===== src/rtl/tbw_pkg.sv =====
package tbw_pkg;

    typedef enum logic [3:0] {
        OP_NOP       = 4'd0,
        OP_TIMER_DIS = 4'd1,
        OP_WDT_DIS   = 4'd2,
        OP_TIMER_EN  = 4'd3,
        OP_WDT_EN    = 4'd4,
        OP_CLR_TIMER = 4'd5,
        OP_CLR_WDT   = 4'd6,
        OP_IRQ_DIS   = 4'd7,
        OP_IRQ_EN    = 4'd8,
        OP_FREQ      = 4'd9
    } tbw_op_e;

    typedef enum logic [1:0] {
        IRQ_NONE     = 2'd0,
        IRQ_FROM_TB  = 2'd1,
        IRQ_FROM_WDT = 2'd2
    } tbw_irq_src_e;

    localparam logic [1:0] CLKSRC_XTAL = 2'd0;
    localparam logic [1:0] CLKSRC_RC   = 2'd1;

endpackage


===== src/rtl/tbw_ctrl.sv =====
module tbw_ctrl
    import tbw_pkg::*;
#(
    parameter int SEL_W = 3
) (
    input  logic             clk,
    input  logic             rst_n,
    input  logic             cmd_valid,
    input  logic [3:0]       cmd_op,
    input  logic [SEL_W-1:0] cmd_arg,
    input  logic [1:0]       clk_src,
    input  logic             sys_en,
    output logic             count_active,
    output logic             src_bypass,
    output tbw_irq_src_e     irq_src,
    output logic             irq_en,
    output logic [SEL_W-1:0] freq_sel,
    output logic             clr_base,
    output logic             clr_wdt,
    output logic             flag_drop
);

    typedef struct packed {
        logic             run;
        tbw_irq_src_e     src;
        logic             irq_en;
        logic [SEL_W-1:0] freq;
    } ctrl_t;

    localparam ctrl_t CTRL_RST = '{run: 1'b0, src: IRQ_NONE, irq_en: 1'b0,
                                   freq: {SEL_W{1'b1}}};

    ctrl_t   ctrl_d, ctrl_q;
    tbw_op_e op;
    logic    ext_src;

    always_comb begin
        ctrl_d    = ctrl_q;
        op        = tbw_op_e'(cmd_op);
        clr_base  = 1'b0;
        clr_wdt   = 1'b0;
        flag_drop = 1'b0;
        if (cmd_valid) begin
            case (op)
                OP_TIMER_DIS: begin
                    if (ctrl_q.src == IRQ_FROM_TB) ctrl_d.src = IRQ_NONE;
                end
                OP_WDT_DIS: begin
                    ctrl_d.run = 1'b0;
                    if (ctrl_q.src == IRQ_FROM_WDT) ctrl_d.src = IRQ_NONE;
                end
                OP_TIMER_EN: begin
                    ctrl_d.run = 1'b1;
                    ctrl_d.src = IRQ_FROM_TB;
                end
                OP_WDT_EN: begin
                    ctrl_d.run = 1'b1;
                    ctrl_d.src = IRQ_FROM_WDT;
                end
                OP_CLR_TIMER: clr_base = 1'b1;
                OP_CLR_WDT: begin
                    clr_base = 1'b1;
                    clr_wdt  = 1'b1;
                end
                OP_IRQ_DIS: begin
                    ctrl_d.irq_en = 1'b0;
                    flag_drop     = 1'b1;
                end
                OP_IRQ_EN: ctrl_d.irq_en = 1'b1;
                OP_FREQ:   ctrl_d.freq   = cmd_arg;
                default: ;
            endcase
        end
        ext_src      = clk_src[1];
        count_active = ctrl_q.run && (sys_en || ext_src);
        src_bypass   = (clk_src == CLKSRC_XTAL);
        irq_src      = ctrl_q.src;
        irq_en       = ctrl_q.irq_en;
        freq_sel     = ctrl_q.freq;
    end

    always_ff @(posedge clk or negedge rst_n) begin
        if (!rst_n) ctrl_q <= CTRL_RST;
        else        ctrl_q <= ctrl_d;
    end

endmodule


===== src/rtl/tbw_prescale.sv =====
module tbw_prescale #(
    parameter int PRE_W = 3,
    parameter int SEL_W = 3
) (
    input  logic             clk,
    input  logic             rst_n,
    input  logic             active,
    input  logic             bypass,
    input  logic             clr,
    input  logic [SEL_W-1:0] freq_sel,
    output logic             stage
);

    localparam int DIV_W = (1 << SEL_W) - 1;

    typedef struct packed {
        logic [PRE_W-1:0] pre;
        logic [DIV_W-1:0] div;
    } pre_t;

    pre_t             pre_d, pre_q;
    logic             tick;
    logic [DIV_W-1:0] mask;

    always_comb begin
        pre_d = pre_q;
        for (int i = 0; i < DIV_W; i++) begin
            mask[i] = (i + int'(freq_sel)) < DIV_W;
        end
        tick  = active && (bypass || (&pre_q.pre));
        stage = tick && ((pre_q.div & mask) == mask);
        if (active) pre_d.pre = pre_q.pre + 1'b1;
        if (tick)   pre_d.div = pre_q.div + 1'b1;
        if (clr) begin
            pre_d.pre = '0;
            pre_d.div = '0;
        end
    end

    always_ff @(posedge clk or negedge rst_n) begin
        if (!rst_n) pre_q <= '0;
        else        pre_q <= pre_d;
    end

    // an idle chain keeps its position
    p_hold_idle_r10: assert property (@(posedge clk) disable iff (!rst_n)
        (!active && !clr) |=> $stable(pre_q));

endmodule


===== src/rtl/tbw_count.sv =====
module tbw_count #(
    parameter int TB_W  = 8,
    parameter int WDT_W = 2
) (
    input  logic clk,
    input  logic rst_n,
    input  logic stage,
    input  logic clr_base,
    input  logic clr_wdt,
    input  logic flag_drop,
    output logic tb_hi,
    output logic wdt_flag
);

    typedef struct packed {
        logic [TB_W-1:0]  tb;
        logic [WDT_W-1:0] wdt;
        logic             flag;
    } cnt_t;

    cnt_t cnt_d, cnt_q;

    always_comb begin
        cnt_d = cnt_q;
        if (stage) begin
            cnt_d.tb = cnt_q.tb + 1'b1;
            if (&cnt_q.tb) begin
                cnt_d.wdt = cnt_q.wdt + 1'b1;
                if (&cnt_q.wdt) cnt_d.flag = 1'b1;
            end
        end
        if (clr_base) cnt_d.tb = '0;
        if (clr_wdt) begin
            cnt_d.wdt  = '0;
            cnt_d.flag = 1'b0;
        end
        if (flag_drop) cnt_d.flag = 1'b0;
        tb_hi    = cnt_q.tb[TB_W-1];
        wdt_flag = cnt_q.flag;
    end

    always_ff @(posedge clk or negedge rst_n) begin
        if (!rst_n) cnt_q <= '0;
        else        cnt_q <= cnt_d;
    end

    // the flag only appears as both counters roll over together
    p_flag_on_wrap_r5: assert property (@(posedge clk) disable iff (!rst_n)
        $rose(cnt_q.flag) |-> (cnt_q.tb == '0 && cnt_q.wdt == '0));

    // the flag persists until a clear or an interrupt disable
    p_flag_sticky_r6: assert property (@(posedge clk) disable iff (!rst_n)
        (cnt_q.flag && !clr_wdt && !flag_drop) |=> cnt_q.flag);

endmodule


===== src/rtl/tbw_irq.sv =====
module tbw_irq
    import tbw_pkg::*;
(
    input  logic         irq_en,
    input  tbw_irq_src_e irq_src,
    input  logic         tb_hi,
    input  logic         wdt_flag,
    output logic         irq_oe,
    output logic         irq_low
);

    logic want_low;

    always_comb begin
        case (irq_src)
            IRQ_FROM_TB:  want_low = !tb_hi;
            IRQ_FROM_WDT: want_low = wdt_flag;
            default:      want_low = 1'b0;
        endcase
        irq_oe  = irq_en;
        irq_low = irq_en && want_low;
    end

endmodule


===== src/rtl/tbw_timebase_wdt.sv =====
module tbw_timebase_wdt
    import tbw_pkg::*;
#(
    parameter int PRE_W = 3,
    parameter int SEL_W = 3,
    parameter int TB_W  = 8,
    parameter int WDT_W = 2
) (
    input  logic             clk,
    input  logic             rst_n,
    input  logic [1:0]       clk_src,
    input  logic             sys_en,
    input  logic             cmd_valid,
    input  logic [3:0]       cmd_op,
    input  logic [SEL_W-1:0] cmd_arg,
    output logic             irq_oe,
    output logic             irq_low
);

    logic             count_active;
    logic             src_bypass;
    tbw_irq_src_e     irq_src;
    logic             irq_en;
    logic [SEL_W-1:0] freq_sel;
    logic             clr_base;
    logic             clr_wdt;
    logic             flag_drop;
    logic             stage;
    logic             tb_hi;
    logic             wdt_flag;

    tbw_ctrl #(.SEL_W(SEL_W)) u_ctrl (
        .clk          (clk),
        .rst_n        (rst_n),
        .cmd_valid    (cmd_valid),
        .cmd_op       (cmd_op),
        .cmd_arg      (cmd_arg),
        .clk_src      (clk_src),
        .sys_en       (sys_en),
        .count_active (count_active),
        .src_bypass   (src_bypass),
        .irq_src      (irq_src),
        .irq_en       (irq_en),
        .freq_sel     (freq_sel),
        .clr_base     (clr_base),
        .clr_wdt      (clr_wdt),
        .flag_drop    (flag_drop)
    );

    tbw_prescale #(.PRE_W(PRE_W), .SEL_W(SEL_W)) u_prescale (
        .clk      (clk),
        .rst_n    (rst_n),
        .active   (count_active),
        .bypass   (src_bypass),
        .clr      (clr_base),
        .freq_sel (freq_sel),
        .stage    (stage)
    );

    tbw_count #(.TB_W(TB_W), .WDT_W(WDT_W)) u_count (
        .clk       (clk),
        .rst_n     (rst_n),
        .stage     (stage),
        .clr_base  (clr_base),
        .clr_wdt   (clr_wdt),
        .flag_drop (flag_drop),
        .tb_hi     (tb_hi),
        .wdt_flag  (wdt_flag)
    );

    tbw_irq u_irq (
        .irq_en   (irq_en),
        .irq_src  (irq_src),
        .tb_hi    (tb_hi),
        .wdt_flag (wdt_flag),
        .irq_oe   (irq_oe),
        .irq_low  (irq_low)
    );

    // disabling the interrupt floats the pin on the next cycle
    p_dis_floats_r6: assert property (@(posedge clk) disable iff (!rst_n)
        (cmd_valid && cmd_op == OP_IRQ_DIS) |=> (!irq_oe && !irq_low));

    // clearing the watchdog releases a pin that shows the watchdog
    p_clr_releases_r7: assert property (@(posedge clk) disable iff (!rst_n)
        (cmd_valid && cmd_op == OP_CLR_WDT && irq_src == IRQ_FROM_WDT)
        |=> !irq_low);

endmodule


===== config.mk =====
export PLATFORM = sky130hd
export DESIGN_NAME = tbw_timebase_wdt
export DESIGN_NICKNAME = d
export VERILOG_FILES = /design/src/rtl/tbw_pkg.sv /design/src/rtl/tbw_ctrl.sv /design/src/rtl/tbw_prescale.sv /design/src/rtl/tbw_count.sv /design/src/rtl/tbw_irq.sv /design/src/rtl/tbw_timebase_wdt.sv
export SDC_FILE = /design/constraint.sdc
export NUM_CORES = 1
export LEC_CHECK = 0
export ABC_AREA = 1
export CELL_PAD_IN_SITES_DETAIL_PLACEMENT = 1
export CELL_PAD_IN_SITES_GLOBAL_PLACEMENT = 1
export CORE_UTILIZATION = 43
export CTS_CLUSTER_DIAMETER = 50
export CTS_CLUSTER_SIZE = 10
export DETAILED_ROUTE_END_ITERATION = 10
export PLACE_DENSITY = 0.86
export SYNTH_ARGS = -nofsm -noshare
export SYNTH_HDL_FRONTEND = slang
export SYNTH_SLANG_ARGS = --single-unit

===== constraint.sdc =====
create_clock -name clk -period 2.1 [get_ports clk]
set_input_delay 0.315 -clock clk [delete_from_list [all_inputs] [get_ports clk]]
set_output_delay 0.315 -clock clk [all_outputs]
set_load 0.005 [all_outputs]

==> results.md <==
- The worst clock skew is about 0.0042 ns.
- The number of buffers added on ports is 14.
- For this run, design rule violations remaining after detail routing come to 0.
- The highest fanout seen on the critical path is 6.
- The I/O pin count is 15.
- The startpoint-to-endpoint class of the critical path is reg -> reg.
- The layout has around 530 filler cells.
- The most common cell after layout, fill and taps aside is sky130_fd_sc_hd__nand2_1.
- The run finished with clean final reports.
- The number of hold buffers added after CTS was 0.
- The share of the yosys chip area belonging to registers is 0.365.
- The number of DRC markers after the initial detailed-route iteration is 89.
- The die footprint is around 4800 µm².
- The headroom to the max-slew limit is 0.696.
- The number of hold violations in the final report is 0.
- By area the synthesized netlist is led by sky130_fd_sc_hd__dfrtp_1 32%, sky130_fd_sc_hd__nand2_1 14%, sky130_fd_sc_hd__ha_1 12%, sky130_fd_sc_hd__inv_1 7.6%, sky130_fd_sc_hd__nor2_1 5.1%.
- At the pin with the least slew margin, the transition time is approximately 0.45 ns.
- The tool flagged a number of max-cap violations equal to 0.
- After detailed routing, the total wire length is between 5 and 6 mm.
- The Yosys step of the flow raised 0 warnings.
- Based on the critical path, the design can be clocked at up to approximately 0.48 GHz.
- Leaving out fill and tap cells, the most frequent cells in the layout are 68 x sky130_fd_sc_hd__nand2_1, 37 x sky130_fd_sc_hd__inv_1, 25 x sky130_fd_sc_hd__nor2_1, 25 x sky130_fd_sc_hd__dfrtp_1, 16 x sky130_fd_sc_hd__ha_1.
- In this run, synthesis inferred 0 flip-flops with an integrated enable.
- The average detailed-routed wire length per instance is 16.6 µm.
- At the end of the flow, the number of nets in the layout was 308.
- 0 antenna diodes ended up in the layout.
- The first-pass iteration count of the detailed router is 4.
- The floorplan step set the die width to between 60 and 70 µm.
- Dividing total power by cell area gives a power density of around 800 nW/µm².
- For this configuration, the core starts out at a cell density of 0.466.
- STA puts the critical path data required time at roughly 2.3 ns.
- The later pin in the worst-skew pair is clocked with a latency of about 0.28 ns.
- The combined area of all synthesized cells is 1930 µm².
- Counting tap cells, the placed design contains a total of roughly 320 instances.
- The biggest area consumer among synthesized cells is sky130_fd_sc_hd__dfrtp_1.
- For this run, the total global-route usage over all layers was measured as 0.233.
- The die outline height is approximately 69 µm.
- The area added between synthesis and finish is 19.6%.
- The worst path needs ~2.1 ns of the cycle, external delays included.
- The number of CTS-inserted buffers is 3.
- The tightest min-delay check is of the in -> async type.
- The synthesized netlist net count is ~280.
- The routed layout has around 1700 vias.
- STA classifies the critical path startpoint as a flop.
- Of the cells placed in the final design, the portion with a size suffix greater than 1 is 0.156.
- Clock tree synthesis selected as its root buffer the cell sky130_fd_sc_hd__clkbuf_8.
- The floorplan has 23 rows.
- For the worst setup path, the data arrival time is about 2.3 ns.
- Clock-pin slew was measured on the worst setup and hold paths at ~0.10 ns.
- In the synthesized netlist the async set-or-reset flop fraction comes to 1.00.
- The endpoint kind of the worst setup timing path is a flop.
- A synthesized cell averages roughly 7.7 µm².
- The number of different library cells used by synthesis comes to 31.
- The global-route wire length before repair is between 8 and 9 mm.
- The number of cells in the finished layout apart from fillers is ~330.
- In the finished design, the share of the clock period the worst path needs comes to 0.999.
- Among all flip-flop cells after synthesis, the most frequent one is sky130_fd_sc_hd__dfrtp_1.
- The total power after layout is 1.87 mW.
- The number of sinks driven by the clock tree is 28.
- The maximum root-to-sink buffer count is 2.
- The region available for standard cell placement spans about 4100 µm².
- Synthesis produced a netlist whose cell count is 252.
- Setup violations remaining at the end of the flow were counted as 0.
- The largest net degree at the start of global routing is 29.
- The top cell type's share of synthesized area is 0.324.
- The ratio of routed vias to standard cells is 5.31.
- The analysis attributes to cell leakage a power of 1.17 nW.
- The wire-length estimate of the detail-placed layout is between 3 and 4 mm.
- TritonCTS built the clock tree.
- The maximum level of the CTS H-tree is 1.
- After global routing the overflow that remains totals 0.
- The via count of the first global-routing pass is roughly 1800.
- The number of slew-limit violations in the final report is 0.
- In this run the remaining antenna-violating nets after routing total 0.
- The maximum vdd ir drop is roughly 0.46 mV.
- The routability congestion estimate from global placement is ~0.79.
- Counting flops and latches in the post-synthesis netlist gives 28.
- The number of antenna violations at the first check in global routing is 0.
cell type report:
type                    count  area [µm²]  share of cell area
well taps                  50        62.6              0.0271
clock buffers               4        55.1              0.0238
inverters                  40         153              0.0661
repair buffers             20         188              0.0813
multi-input cells         184        1150               0.496
flip-flops and latches     28         704               0.305
state kept, by name (all words and copies together) (netlist names):
register          cells
u_count.cnt_q         9
u_count.tb_hi         1
u_count.wdt_flag      1
u_ctrl.ctrl_q         1
u_ctrl.freq_sel       3
u_ctrl.irq_en         1
u_ctrl.irq_src        2
u_prescale.pre_q     10
cells by family after synthesis:
| kind of cell | share of synthesized area |
|---|---|
| buf+inv | 0.0837 |
| simple gates | 0.338 |
| flops | 0.365 |
| compound gates | 0.0785 |
| fa+ha+maj | 0.117 |
| xor+xnor | 0.0182 |
cell usage after synthesis (2+ instances only):
cell,count
sky130_fd_sc_hd__nand2_1,71
sky130_fd_sc_hd__inv_1,39
sky130_fd_sc_hd__nor2_1,26
sky130_fd_sc_hd__dfrtp_1,25
sky130_fd_sc_hd__ha_1,18
sky130_fd_sc_hd__o21ai_0,12
sky130_fd_sc_hd__nand3_1,11
sky130_fd_sc_hd__nand4_1,8
sky130_fd_sc_hd__a21oi_1,6
sky130_fd_sc_hd__nor3_1,4
sky130_fd_sc_hd__dfstp_2,3
sky130_fd_sc_hd__nor2_4,3
sky130_fd_sc_hd__and3_1,2
sky130_fd_sc_hd__nor2_2,2
sky130_fd_sc_hd__nor3_2,2
sky130_fd_sc_hd__nor4_1,2
sky130_fd_sc_hd__or2_2,2
sky130_fd_sc_hd__xnor2_1,2
sky130_fd_sc_hd__xor2_1,2
per-stage QoR:
stage	hold WS, ns	setup slack [ns]	utilization	setup TNS [ns]	area (µm²)
4_1_cts	0.421	0.00340	0.533	0	2210
3_5_place_dp	0.511	0.0230	0.519	0	2150
2_1_floorplan	0.0194	0.242	-	0	1930
6_report	0.406	0.00231	0.557	0	2310
3_3_place_gp	0.497	0.142	0.519	0	2150
5_1_grt	0.432	-0.0536	0.557	-0.150	2310
routing by layer:
| metal | GRT usage | up-vias | wire length (µm) |
|---|---|---|---|
| met3 | 0.0247 | 9 | 114 |
| met4 | 0.0765 | 0 | 107 |
| li1 | - | 850 | - |
| met5 | 0 | - | 0 |
| met2 | 0.416 | 37 | 2750 |
| met1 | 0.289 | 835 | 2420 |
path summary, 6_finish.rpt:
kind | slack, ns | cells past startpoint | end | from
min in group clk | 0.53 | 2 | u_ctrl.irq_src[1]$_DFFE_PN0P_ | u_ctrl.irq_src[1]$_DFFE_PN0P_
min | 0.41 | 2 | u_ctrl.irq_en$_DFFE_PN0P_ | rst_n
max reg2reg | 0.002 | 10 | u_count.wdt_flag$_DFFE_PN0P_ | u_ctrl.freq_sel[2]$_DFFE_PN1P_
max in group asynchronous | 1.38 | 2 | u_ctrl.freq_sel[0]$_DFFE_PN1P_ | rst_n
max | 0.002 | 10 | u_count.wdt_flag$_DFFE_PN0P_ | u_ctrl.freq_sel[2]$_DFFE_PN1P_
min reg2reg | 0.53 | 2 | u_ctrl.irq_src[1]$_DFFE_PN0P_ | u_ctrl.irq_src[1]$_DFFE_PN0P_
worst max-delay path: stages, from the launching register on:
cell and delay (ns):
sky130_fd_sc_hd__dfstp_2 0.59, sky130_fd_sc_hd__inv_1 0.17, sky130_fd_sc_hd__ha_4 0.32, sky130_fd_sc_hd__nand2_1 0.06, sky130_fd_sc_hd__nand2_1 0.09, sky130_fd_sc_hd__nand2_2 0.09
sky130_fd_sc_hd__nand2_4 0.11, sky130_fd_sc_hd__nand3_4 0.09, sky130_fd_sc_hd__nor2_4 0.16, sky130_fd_sc_hd__nand4_1 0.17, sky130_fd_sc_hd__a21oi_2 0.18
power breakdown:
| part | internal [mW] | leakage, nW | total (mW) | switching, mW |
|---|---|---|---|---|
| Combinational | 0.274 | 0.783 | 0.741 | 0.467 |
| Clock | 0.168 | 0.0288 | 0.353 | 0.184 |
| Sequential | 0.660 | 0.363 | 0.780 | 0.120 |
| Total | 1.10 | 1.17 | 1.87 | 0.772 |
timing repair:
item,CTS,global route
endpoints found under the hold margin,0,0
cloned,0,1
resized for setup,1,17
buffers inserted,0,2
pin swaps,0,7
endpoints found under the setup margin,2,12
(Power assumes the default switching activity.)
